===== src/rtl/dwalk_pkg.sv =====
package dwalk_pkg;
   typedef enum logic [2:0] {
      ST_IDLE,
      ST_FETCH,
      ST_CAPT,
      ST_MOVE,
      ST_WB,
      ST_POLL
   } dwalk_st_e;

   localparam int NFETCH   = 5;    // control word plus four payload words
   localparam int CTRL_OFF = 28;   // byte offset of the status/control word
   localparam int OWN_BIT  = 7;
   localparam int EOP_BIT  = 0;
   localparam int RX_EOP_BIT = 7;

   // fetch slot k: 0 -> control word, 1..4 -> words at 0, 8, 16, 24
   function automatic logic [4:0] fetch_off(input logic [2:0] k);
      logic [2:0] m;
      m = k - 3'd1;
      if (k == 3'd0) return 5'(CTRL_OFF);
      return {m[1:0], 3'b000};
   endfunction
endpackage


===== src/rtl/dwalk_poll_timer.sv =====
module dwalk_poll_timer #(
   parameter int W = 8
) (
   input  logic         clk,
   input  logic         rst_n,
   input  logic         load,
   input  logic [W-1:0] load_val,
   output logic         expired
);
   logic [W-1:0] cnt_q;

   always_ff @(posedge clk or negedge rst_n) begin
      if (!rst_n)              cnt_q <= '0;
      else if (load)           cnt_q <= load_val;
      else if (cnt_q != '0)    cnt_q <= cnt_q - 1'b1;
   end

   assign expired = (cnt_q == '0);
endmodule


===== src/rtl/dwalk_desc_store.sv =====
module dwalk_desc_store
   import dwalk_pkg::*;
#(
   parameter int ADDR_W = 32
) (
   input  logic              clk,
   input  logic              rst_n,
   input  logic              cap_en,
   input  logic [2:0]        cap_idx,
   input  logic [31:0]       word,
   output logic [7:0]        ctrl,
   output logic [ADDR_W-1:0] rd_addr,
   output logic [ADDR_W-1:0] wr_addr,
   output logic [ADDR_W-1:0] link,
   output logic [15:0]       len,
   output logic [7:0]        rd_burst,
   output logic [7:0]        wr_burst
);
   always_ff @(posedge clk or negedge rst_n) begin
      if (!rst_n)                            ctrl <= '0;
      else if (cap_en && cap_idx == 3'd0)    ctrl <= word[31:24];
   end

   for (genvar gi = 1; gi < NFETCH; gi++) begin : g_w
      logic [31:0] q;
      always_ff @(posedge clk or negedge rst_n) begin
         if (!rst_n)                             q <= '0;
         else if (cap_en && cap_idx == 3'(gi))   q <= word;
      end
   end

   assign rd_addr  = g_w[1].q[ADDR_W-1:0];
   assign wr_addr  = g_w[2].q[ADDR_W-1:0];
   assign link     = g_w[3].q[ADDR_W-1:0];
   assign len      = g_w[4].q[15:0];
   assign rd_burst = g_w[4].q[23:16];
   assign wr_burst = g_w[4].q[31:24];
endmodule


===== src/rtl/dwalk_seq.sv =====
module dwalk_seq
   import dwalk_pkg::*;
#(
   parameter int ADDR_W = 32,
   parameter int POLL_W = 8
) (
   input  logic              clk,
   input  logic              rst_n,
   input  logic              sw_reset,
   input  logic              start,
   input  logic              stop_on_err,
   input  logic              keep_own,
   input  logic              poll_en,
   input  logic [POLL_W-1:0] poll_interval,
   input  logic [ADDR_W-1:0] first_desc,
   output logic              mem_rd_req,
   output logic [ADDR_W-1:0] mem_rd_addr,
   input  logic [31:0]       mem_rd_data,
   output logic              mem_wr_req,
   output logic [ADDR_W-1:0] mem_wr_addr,
   output logic [31:0]       mem_wr_data,
   output logic              mv_req,
   output logic [ADDR_W-1:0] mv_rd_addr,
   output logic [ADDR_W-1:0] mv_wr_addr,
   output logic [15:0]       mv_len,
   output logic [7:0]        mv_rd_burst,
   output logic [7:0]        mv_wr_burst,
   output logic [2:0]        mv_ctrl,
   input  logic              mv_done,
   input  logic [15:0]       mv_xferred,
   input  logic [7:0]        mv_status,
   output logic              busy,
   output logic              desc_done,
   output logic              desc_eop,
   output logic              desc_err,
   output logic              chain_done
);
   localparam logic [2:0] LAST_K = 3'(NFETCH - 1);

   if (ADDR_W < 8 || ADDR_W > 32) begin : g_bad_addr_w
      $error("dwalk_seq: ADDR_W must lie in 8..32");
   end
   if (POLL_W < 1 || POLL_W > 16) begin : g_bad_poll_w
      $error("dwalk_seq: POLL_W must lie in 1..16");
   end

   dwalk_st_e         st_q;
   logic [2:0]        k_q;
   logic [ADDR_W-1:0] base_q;
   logic [15:0]       xf_q;
   logic [7:0]        sts_q;
   logic [7:0]        ctrl;
   logic [ADDR_W-1:0] link;
   logic              owned;
   logic              tmr_load;
   logic              tmr_expired;
   logic              sts_err;
   logic [7:0]        ctrl_wb;

   assign owned    = mem_rd_data[24 + OWN_BIT];
   assign sts_err  = |sts_q[5:0];
   assign tmr_load = (st_q == ST_CAPT) && (k_q == 3'd0) && !owned && poll_en;
   assign ctrl_wb  = keep_own ? ctrl : (ctrl & ~(8'd1 << OWN_BIT));

   dwalk_desc_store #(.ADDR_W(ADDR_W)) u_store (
      .clk      (clk),
      .rst_n    (rst_n),
      .cap_en   (st_q == ST_CAPT),
      .cap_idx  (k_q),
      .word     (mem_rd_data),
      .ctrl     (ctrl),
      .rd_addr  (mv_rd_addr),
      .wr_addr  (mv_wr_addr),
      .link     (link),
      .len      (mv_len),
      .rd_burst (mv_rd_burst),
      .wr_burst (mv_wr_burst)
   );

   dwalk_poll_timer #(.W(POLL_W)) u_poll (
      .clk      (clk),
      .rst_n    (rst_n),
      .load     (tmr_load),
      .load_val (poll_interval),
      .expired  (tmr_expired)
   );

   always_ff @(posedge clk or negedge rst_n) begin
      if (!rst_n) begin
         st_q       <= ST_IDLE;
         k_q        <= '0;
         base_q     <= '0;
         xf_q       <= '0;
         sts_q      <= '0;
         desc_done  <= 1'b0;
         desc_eop   <= 1'b0;
         desc_err   <= 1'b0;
         chain_done <= 1'b0;
      end else begin
         desc_done  <= 1'b0;
         chain_done <= 1'b0;
         if (sw_reset) begin
            st_q <= ST_IDLE;
         end else begin
            unique case (st_q)
               ST_IDLE: if (start) begin
                  base_q <= first_desc;
                  k_q    <= '0;
                  st_q   <= ST_FETCH;
               end
               ST_FETCH: st_q <= ST_CAPT;
               ST_CAPT: begin
                  if (k_q == 3'd0 && !owned) begin
                     if (poll_en) st_q <= ST_POLL;
                     else begin
                        st_q       <= ST_IDLE;
                        chain_done <= 1'b1;
                     end
                  end else if (k_q == LAST_K) begin
                     st_q <= ST_MOVE;
                  end else begin
                     k_q  <= k_q + 3'd1;
                     st_q <= ST_FETCH;
                  end
               end
               ST_MOVE: if (mv_done) begin
                  xf_q  <= mv_xferred;
                  sts_q <= mv_status;
                  st_q  <= ST_WB;
               end
               ST_WB: begin
                  desc_done <= 1'b1;
                  desc_eop  <= ctrl[EOP_BIT] | sts_q[RX_EOP_BIT];
                  desc_err  <= sts_err;
                  k_q       <= '0;
                  base_q    <= link;
                  if (stop_on_err && sts_err) begin
                     st_q       <= ST_IDLE;
                     chain_done <= 1'b1;
                  end else begin
                     st_q <= ST_FETCH;
                  end
               end
               ST_POLL: if (tmr_expired) st_q <= ST_FETCH;
               default: st_q <= ST_IDLE;
            endcase
         end
      end
   end

   assign busy        = (st_q != ST_IDLE);
   assign mem_rd_req  = (st_q == ST_FETCH);
   assign mem_rd_addr = base_q + ADDR_W'(fetch_off(k_q));
   assign mem_wr_req  = (st_q == ST_WB);
   assign mem_wr_addr = base_q + ADDR_W'(CTRL_OFF);
   assign mem_wr_data = {ctrl_wb, sts_q, xf_q};
   assign mv_req      = (st_q == ST_MOVE);
   assign mv_ctrl     = ctrl[2:0];
endmodule



===== config.mk =====
export PLATFORM = sky130hd
export DESIGN_NAME = dwalk_seq
export DESIGN_NICKNAME = d
export VERILOG_FILES = /design/src/rtl/dwalk_pkg.sv /design/src/rtl/dwalk_poll_timer.sv /design/src/rtl/dwalk_desc_store.sv /design/src/rtl/dwalk_seq.sv
export SDC_FILE = /design/constraint.sdc
export NUM_CORES = 1
export LEC_CHECK = 0
export CELL_PAD_IN_SITES_DETAIL_PLACEMENT = 0
export CELL_PAD_IN_SITES_GLOBAL_PLACEMENT = 1
export CORE_AREA = 5 5 177 179
export DETAILED_ROUTE_END_ITERATION = 6
export DIE_AREA = 0 0 182 184
export GPL_TIMING_DRIVEN = 0
export HOLD_SLACK_MARGIN = 0.12
export PLACE_DENSITY_LB_ADDON = 0.1
export SYNTH_ARGS = -nofsm -noshare
export SYNTH_HDL_FRONTEND = slang
export SYNTH_SLANG_ARGS = --single-unit

===== constraint.sdc =====
create_clock -name clk -period 3.4 [get_ports clk]
set_input_delay 0.68 -clock clk [delete_from_list [all_inputs] [get_ports clk]]
set_output_delay 0.68 -clock clk [all_outputs]
set_load 0.05 [all_outputs]

==> results.json, run 1 <==
{
  "status": "finished, violations left",
  "violations": "negative setup slack",
  "yosys_warnings": 0,
  "post-place-ws_ns": -1.18,
  "p_sw_uw": 5680,
  "hold_viol_final": 0,
  "worst-path-buf-inv": 3,
  "drv_cap": 0,
  "initial_utilization_pct": 34.8,
  "worst-slew-pin-transition_ns": 0.889,
  "rsz0062_at_grt": "yes",
  "io_pins": 307,
  "crit_path_start_kind": "flop",
  "nFillCells": 2653,
  "final_cell_area_um2": 15100,
  "layout_setup_ws_ns": -0.153,
  "clock_sinks": 210,
  "drt-pass1-iter-count": 4,
  "pwr-share-seq_pct": 27.8,
  "required_ns": 2.72,
  "clkSlewWorstSetupHoldPaths_ns": 0.06,
  "worstPathMaxFanout": 6,
  "end_kind": "output port",
  "async_flop_share_pct": 100,
  "p_per_area_nw_per_um2": 872,
  "synth_seq_area_share_pct": 51.4,
  "dieArea_um2": 33500,
  "gp_congestion": 0.802,
  "die_h_um": 184,
  "syn_inst": 885,
  "combPwrFrac_pct": 49.3,
  "wirelength_mm": 32.3,
  "max_freq_ghz": 0.281,
  "htreeDepth": 1,
  "placed_cell_area_um2": 13900,
  "p_int_uw": 7500,
  "synth-edff-count": 0,
  "synthTopCellsByArea": "dfrtp_1 51%, mux2_4 8.8%, mux2_2 7.4%",
  "grt_pass1_wl_mm": 49.8,
  "layout-drive-gt1-share_pct": 26.8,
  "core_area_um2": 29400,
  "synthDistinctLibCells": 54,
  "ir_drop_uv": 546,
  "path_cells": "inv_2 > ha_4 > nand3b_1 > fa_2 > nor2b_4 > o2111ai_4 > buf_6 > nor3_4 > xor2_2 > buf_6",
  "nNetsFinal": 1348,
  "clk_latency_ns": 0.53,
  "cts_hold_buf": 0,
  "tns_ns": -0.581,
  "area_growth_pct": 47.8,
  "synth_flop_cell": "dfrtp_1",
  "utilization_pct": 51.4,
  "ys_seq_elements": 210,
  "cpMaxStageDelayCell": "fa_2",
  "post_drt_wl_per_cell_um": 19.6,
  "rows": 63,
  "postRouteAntennaNets": 0,
  "place.port_buffers": 305,
  "cts_root_buffer": "clkbuf_16",
  "drtIter0Drc": 364,
  "holdCritPathClass": "in -> async",
  "cpMostUsedCell": "buf_6",
  "die_w_um": 182,
  "routed-via-count": 7741,
  "cts_buffer_depth": 3,
  "grt_max_degree": 107,
  "vias_per_cell": 4.71,
  "pwr-share-clk_pct": 22.9,
  "min_period_over_period_pct": 105,
  "finalSetupViolCount": 8,
  "drc": 0,
  "total_power_uw": 13200,
  "synth.top_cell.area_share_pct": 51.4,
  "switching_share_pct": 43.1,
  "period_needed_ns": 3.55,
  "syn_area_per_cell_um2": 11.6,
  "criticalPathCategory": "reg -> out",
  "p_leak_uw": 0.00687,
  "syn-cell-area_um2": 10200,
  "grt_remaining_overflow": 0,
  "synth_top_area_cell": "dfrtp_1",
  "worst_path_dominant_cell_family": "adder cells",
  "cp_data_arrival_time_ns": 2.87,
  "synth_nets": 1000,
  "antenna_found_initial": 5,
  "cts_tree": "done",
  "maxSlewViolCount": 0,
  "cts_buffers": 26,
  "grt_util_all_layers_pct": 18.8,
  "grt_pass1_vias": 8250,
  "slew_headroom_pct": 40.8,
  "slowest_delay_ns": 0.41,
  "dp_hpwl_mm": 23.8,
  "finalClockSkew_ns": 0.0199
}
power groups by stage:
| stage | clock, µW | sequential, µW | combinational [µW] |
|---|---|---|---|
| floorplan | 0 | 5030 | 2870 |
| global placement | 0 | 3660 | 6450 |
| detailed placement | 0 | 3660 | 6480 |
| CTS | 3110 | 3650 | 6560 |
| global route | 3220 | 3760 | 6820 |
| finish | 3020 | 3670 | 6500 |
kinds of logic after synthesis:
| group | after synthesis | synth area share [%] |
|---|---|---|
| and+or+nand+nor | 290 | 13.4 |
| xor gates and xnor gates | 61 | 5.23 |
| AOI/OAI and AO/OA | 59 | 3.52 |
| buffers and inverters | 86 | 4.76 |
| adders and majority gates | 11 | 1.42 |
| DFF | 210 | 51.4 |
| muxes | 168 | 20.3 |
cell type report:
type	count	area, µm²	share of cell area [%]
sequential	210	5260	34.8
multi-input combinational	589	4790	31.7
timing repair buffer	325	3170	21.0
clock buffer	34	711	4.70
tap	390	488	3.23
buffer	66	417	2.76
clock inverter	12	228	1.51
inverter	15	56.3	0.372
antenna	1	2.50	0.0166
metrics by stage:
| step | cells | hold WS, ns |
|---|---|---|
| finish | 1642 | 0.179 |
| global route | 1642 | 0.265 |
| CTS | 1640 | 0.255 |
| detailed placement | 1581 | 0.463 |
| global placement | 1580 | 0.459 |
| floorplan | 885 | 0.384 |
worst register-to-register path: cells and delay by family, from the launching register on:
kind	cells	cell delay [ns]
buf+inv	2	0.61
mux	1	0.38
simple gates	2	0.66
flops	1	0.42
placed cells by master, fill, tap and decap left out, types with 6 or more instances in the layout:
master           synthesis  routed
mux2_4                  60      60
ha_1                    10       8
buf_2                   22      29
nand4_1                 20      20
clkbuf_16                0      26
xnor2_1                 37      30
dfrtp_1                210     208
bufinv_16                0       6
dlygate4sd2_1            0       6
nand3_1                 18      15
buf_6                    9      25
buf_4                   17      38
mux2_2                  67      67
nor2_1                  30      28
nand2_1                162     160
clkbuf_1                19      20
xnor2_2                  0       7
xor2_2                   0       6
clkbuf_2                 4       9
inv_1                   15      11
mux2i_1                 36      36
nor3_1                  18      11
xor2_1                  24      18
clkdlybuf4s50_1          0     250
o21ai_0                 39      39
flip-flops by register name (all words and copies together) (netlist names):
| register | cells |
|---|---|
| u_store.g_w.q | 32 |
| u_store.ctrl | 8 |
| desc_err | 1 |
| desc_eop | 1 |
| u_store.rd_addr | 32 |
| st_q | 3 |
| u_store.link | 32 |
| sts_q | 8 |
| u_store.wr_addr | 32 |
| u_poll.cnt_q | 8 |
| chain_done | 1 |
| k_q | 3 |
| xf_q | 16 |
| desc_done | 1 |
| base_q | 32 |
final timing paths:
kind                                           from  slack [ns]  cells past startpoint             endpoint
worst max-delay path                         k_q[0]       -0.15                     10      mem_rd_addr[18]
worst min-delay path                          rst_n        0.18                      1   u_store.wr_addr[8]
worst max register to register              st_q[2]        1.21                      5     u_store.link[14]
worst min register to register  u_store.g_w[4].q[8]        0.48                      2  u_store.g_w[4].q[8]
max in group asynchronous                     rst_n        2.18                      2               k_q[2]
min in group clk                u_store.g_w[4].q[8]        0.48                      2  u_store.g_w[4].q[8]
synth_stat cells, types with 2 or more instances:
| library cell | instances |
|---|---|
| a21oi_1 | 5 |
| and2_1 | 3 |
| and3_1 | 5 |
| buf_2 | 22 |
| buf_4 | 17 |
| buf_6 | 9 |
| clkbuf_1 | 19 |
| clkbuf_2 | 4 |
| dfrtp_1 | 210 |
| ha_1 | 10 |
| inv_1 | 15 |
| mux2_1 | 5 |
| mux2_2 | 67 |
| mux2_4 | 60 |
| mux2i_1 | 36 |
| nand2_1 | 162 |
| nand2_4 | 2 |
| nand2b_1 | 4 |
| nand3_1 | 18 |
| nand4_1 | 20 |
| nor2_1 | 30 |
| nor2b_1 | 4 |
| nor3_1 | 18 |
| nor3b_1 | 3 |
| nor4_1 | 4 |
| nor4b_1 | 2 |
| o2111ai_1 | 2 |
| o21ai_0 | 39 |
| o31ai_1 | 3 |
| or3_1 | 3 |
| or4_1 | 2 |
| xnor2_1 | 37 |
| xor2_1 | 24 |
metal layers:
metal  vias to the layer above  track usage [%]  share of wire, %
li1                       3681                -                 -
met1                      3772             26.7                46
met2                       235             28.6                44
met3                        45             6.09               8.1
met4                         8             3.87               2.3
met5                         -                0              0.15
repair_timing:
item | CTS | global route
setup buffers | 14 | 4
gates cloned | 1 | 0
resized for setup | 223 | 64
endpoints found under the setup margin | 55 | 52
pin swaps | 12 | 10
endpoints found under the hold margin | 0 | 0
No activity file was read; power rests on OpenSTA's default activity.
==> run 2: changes to the inputs <==
Settings changed: CAP_MARGIN set to 20, PLACE_DENSITY set to 0.81, PLACE_DENSITY_LB_ADDON 0.1 to not set.
==> results.json, run 2 (synthesized netlist as in run 1, its figures left out) <==
{
  "min_period_over_period_pct": 103,
  "pwr-share-clk_pct": 20.7,
  "rsz0062_at_grt": "yes",
  "dp_hpwl_mm": 23.9,
  "worst_path_dominant_cell_family": "adder cells",
  "slew_headroom_pct": 56.9,
  "worst-path-buf-inv": 4,
  "cp.depth": 12,
  "die_h_um": 184,
  "p_sw_uw": 5700,
  "grt_max_degree": 83,
  "hold_depth": 2,
  "gr-usage-met3_pct": 6.15,
  "die_w_um": 182,
  "utilization_pct": 51.6,
  "use_met1_pct": 23.9,
  "core_area_um2": 29400,
  "violations": "negative setup slack",
  "initial_utilization_pct": 34.8,
  "cp_data_arrival_time_ns": 2.82,
  "period_needed_ns": 3.50,
  "cts_root_buffer": "clkbuf_16",
  "criticalPathCategory": "reg -> out",
  "p_leak_uw": 0.00687,
  "p_per_area_nw_per_um2": 856,
  "grt_pass1_vias": 8293,
  "ir_drop_uv": 608,
  "cpMostUsedCell": "inv_2",
  "grt_remaining_overflow": 0,
  "clkSlewWorstSetupHoldPaths_ns": 0.06,
  "area_growth_pct": 48.4,
  "nNetsFinal": 1354,
  "status": "finished, violations left",
  "drt-pass1-iter-count": 4,
  "clock_sinks": 210,
  "p_int_uw": 7290,
  "gp_congestion": 0.809,
  "worst-slew-pin-transition_ns": 0.647,
  "busiest_layer": "met2",
  "routed-via-count": 7906,
  "rows": 63,
  "end_kind": "output port",
  "final-seq-area_um2": 5260,
  "max_freq_ghz": 0.286,
  "crit_path_start_kind": "flop",
  "slowest_delay_ns": 0.40,
  "use_met2_pct": 30.8,
  "cpMaxStageDelayCell": "dfrtp_1",
  "pwr-share-seq_pct": 28.1,
  "drv_cap": 0,
  "cts_buffer_depth": 3,
  "post_drt_wl_per_cell_um": 19.7,
  "layout_setup_ws_ns": -0.0991,
  "worst-r2r-cell-count": 5,
  "htreeDepth": 1,
  "multi_input_area_um2": 4850,
  "grt_util_all_layers_pct": 18.6,
  "maxSlewViolCount": 0,
  "required_ns": 2.72,
  "finalSetupViolCount": 10,
  "cts_buffers": 24,
  "vias_per_cell": 4.81,
  "num_antenna_cells": 0,
  "path_cells": "inv_2 > ha_4 > nand2b_4 > nand2_4 > inv_2 > fa_2 > nor2b_4 > o2111a_2 > buf_4 > nand3_2 > xnor2_2 > buf_6",
  "total_power_uw": 13000,
  "drc": 0,
  "clk_latency_ns": 0.54,
  "cts_tree": "done",
  "final_common_cell": "clkdlybuf4s50_1",
  "combPwrFrac_pct": 51.2,
  "postRouteAntennaNets": 0,
  "holdCritPathClass": "reg -> reg",
  "hold_viol_final": 0,
  "nFillCells": 2595,
  "switching_share_pct": 43.9,
  "drtIter0Drc": 373,
  "grt_pass1_wl_mm": 49.4,
  "layout-drive-gt1-share_pct": 27.8,
  "wirelength_mm": 32.3,
  "antenna_found_initial": 3,
  "place.port_buffers": 305,
  "finalClockSkew_ns": 0.0224,
  "mostFrequentLayoutCells": "249 x clkdlybuf4s50_1, 207 x dfrtp_1, 160 x nand2_1",
  "dieArea_um2": 33500,
  "worstPathMaxFanout": 5,
  "io_pins": 307
}
run 2: cell types whose count changed in the layout (fill, tap and decap cells not counted), sizes merged, moves of 2 or more:
cell           previous run  this run
clkdlybuf4s15             5         7
bufinv                    6         2
dlymetal6s2s              5         2
clkbuf                   63        66
clkdlybuf4s18             2         0
buf                      94       105
run 2: final timing paths:
| kind | startpoint | end | slack (ns) |
|---|---|---|---|
| setup / recovery | k_q[1] | mem_rd_addr[26] | -0.1 |
| hold / removal | u_store.g_w[4].q[22] | u_store.g_w[4].q[22] | 0.47 |
| setup reg to reg | st_q[2] | base_q[28] | 1.16 |
| hold reg to reg | u_store.g_w[4].q[22] | u_store.g_w[4].q[22] | 0.47 |
| max in group asynchronous | rst_n | u_store.wr_addr[6] | 1.94 |
| min in group asynchronous | rst_n | u_store.rd_addr[0] | 0.66 |
run 2: worst register-to-register path, cell delays in order, from the launching register on:
cell	delay (ns)
dfrtp_1	0.42
nor2_1	0.30
or4_1	0.18
clkbuf_1	0.47
clkbuf_1	0.51
o21ai_0	0.20
run 2: routing by layer:
layer / wire (µm) / up-vias
li1: - / 3691
met4: 717 / 6
met3: 2570 / 51
met5: 41 / -
met2: 15400 / 260
met1: 13600 / 3898
run 2: power by group through the flow:
stage | Clock [µW] | Sequential, µW | Combinational, µW
after detailed placement | 0 | 3660 | 6490
after CTS | 2750 | 3650 | 6680
after global routing | 2860 | 3740 | 6960
final | 2680 | 3650 | 6650
after floorplan | 0 | 5030 | 2870
after global placement | 0 | 3650 | 6440
run 2: repair_timing:
item,in CTS,in global routing
gates cloned,1,0
setup endpoints to repair,56,49
hold endpoints to repair,57,0
pin swaps,22,12
buffers inserted,14,9
gates resized for setup,263,56
hold buffers,1,0
run 2: layout make-up:
class / instances / share of cell area [%]
Buffer: 68 / 2.82
Clock buffer: 36 / 4.78
Clock inverter: 6 / 0.734
Inverter: 15 / 0.387
Multi-Input combinational cell: 589 / 32.0
Sequential cell: 210 / 34.6
Tap cell: 390 / 3.22
Timing Repair Buffer: 331 / 21.4
run 2: stage by stage:
step | worst slack, ns | hold slack, ns | instances | TNS (ns) | cell area (µm²)
CTS | -0.220 | 0.476 | 1639 | -1.42 | 15100
floorplan | -0.0855 | 0.384 | 885 | -0.0855 | 10300
finish | -0.0991 | 0.475 | 1645 | -0.460 | 15200
detailed placement | -1.20 | 0.461 | 1582 | -24.92 | 13900
global placement | -7.56 | 0.459 | 1580 | -1605.61 | 13900
global route | -0.210 | 0.493 | 1645 | -2.14 | 15200
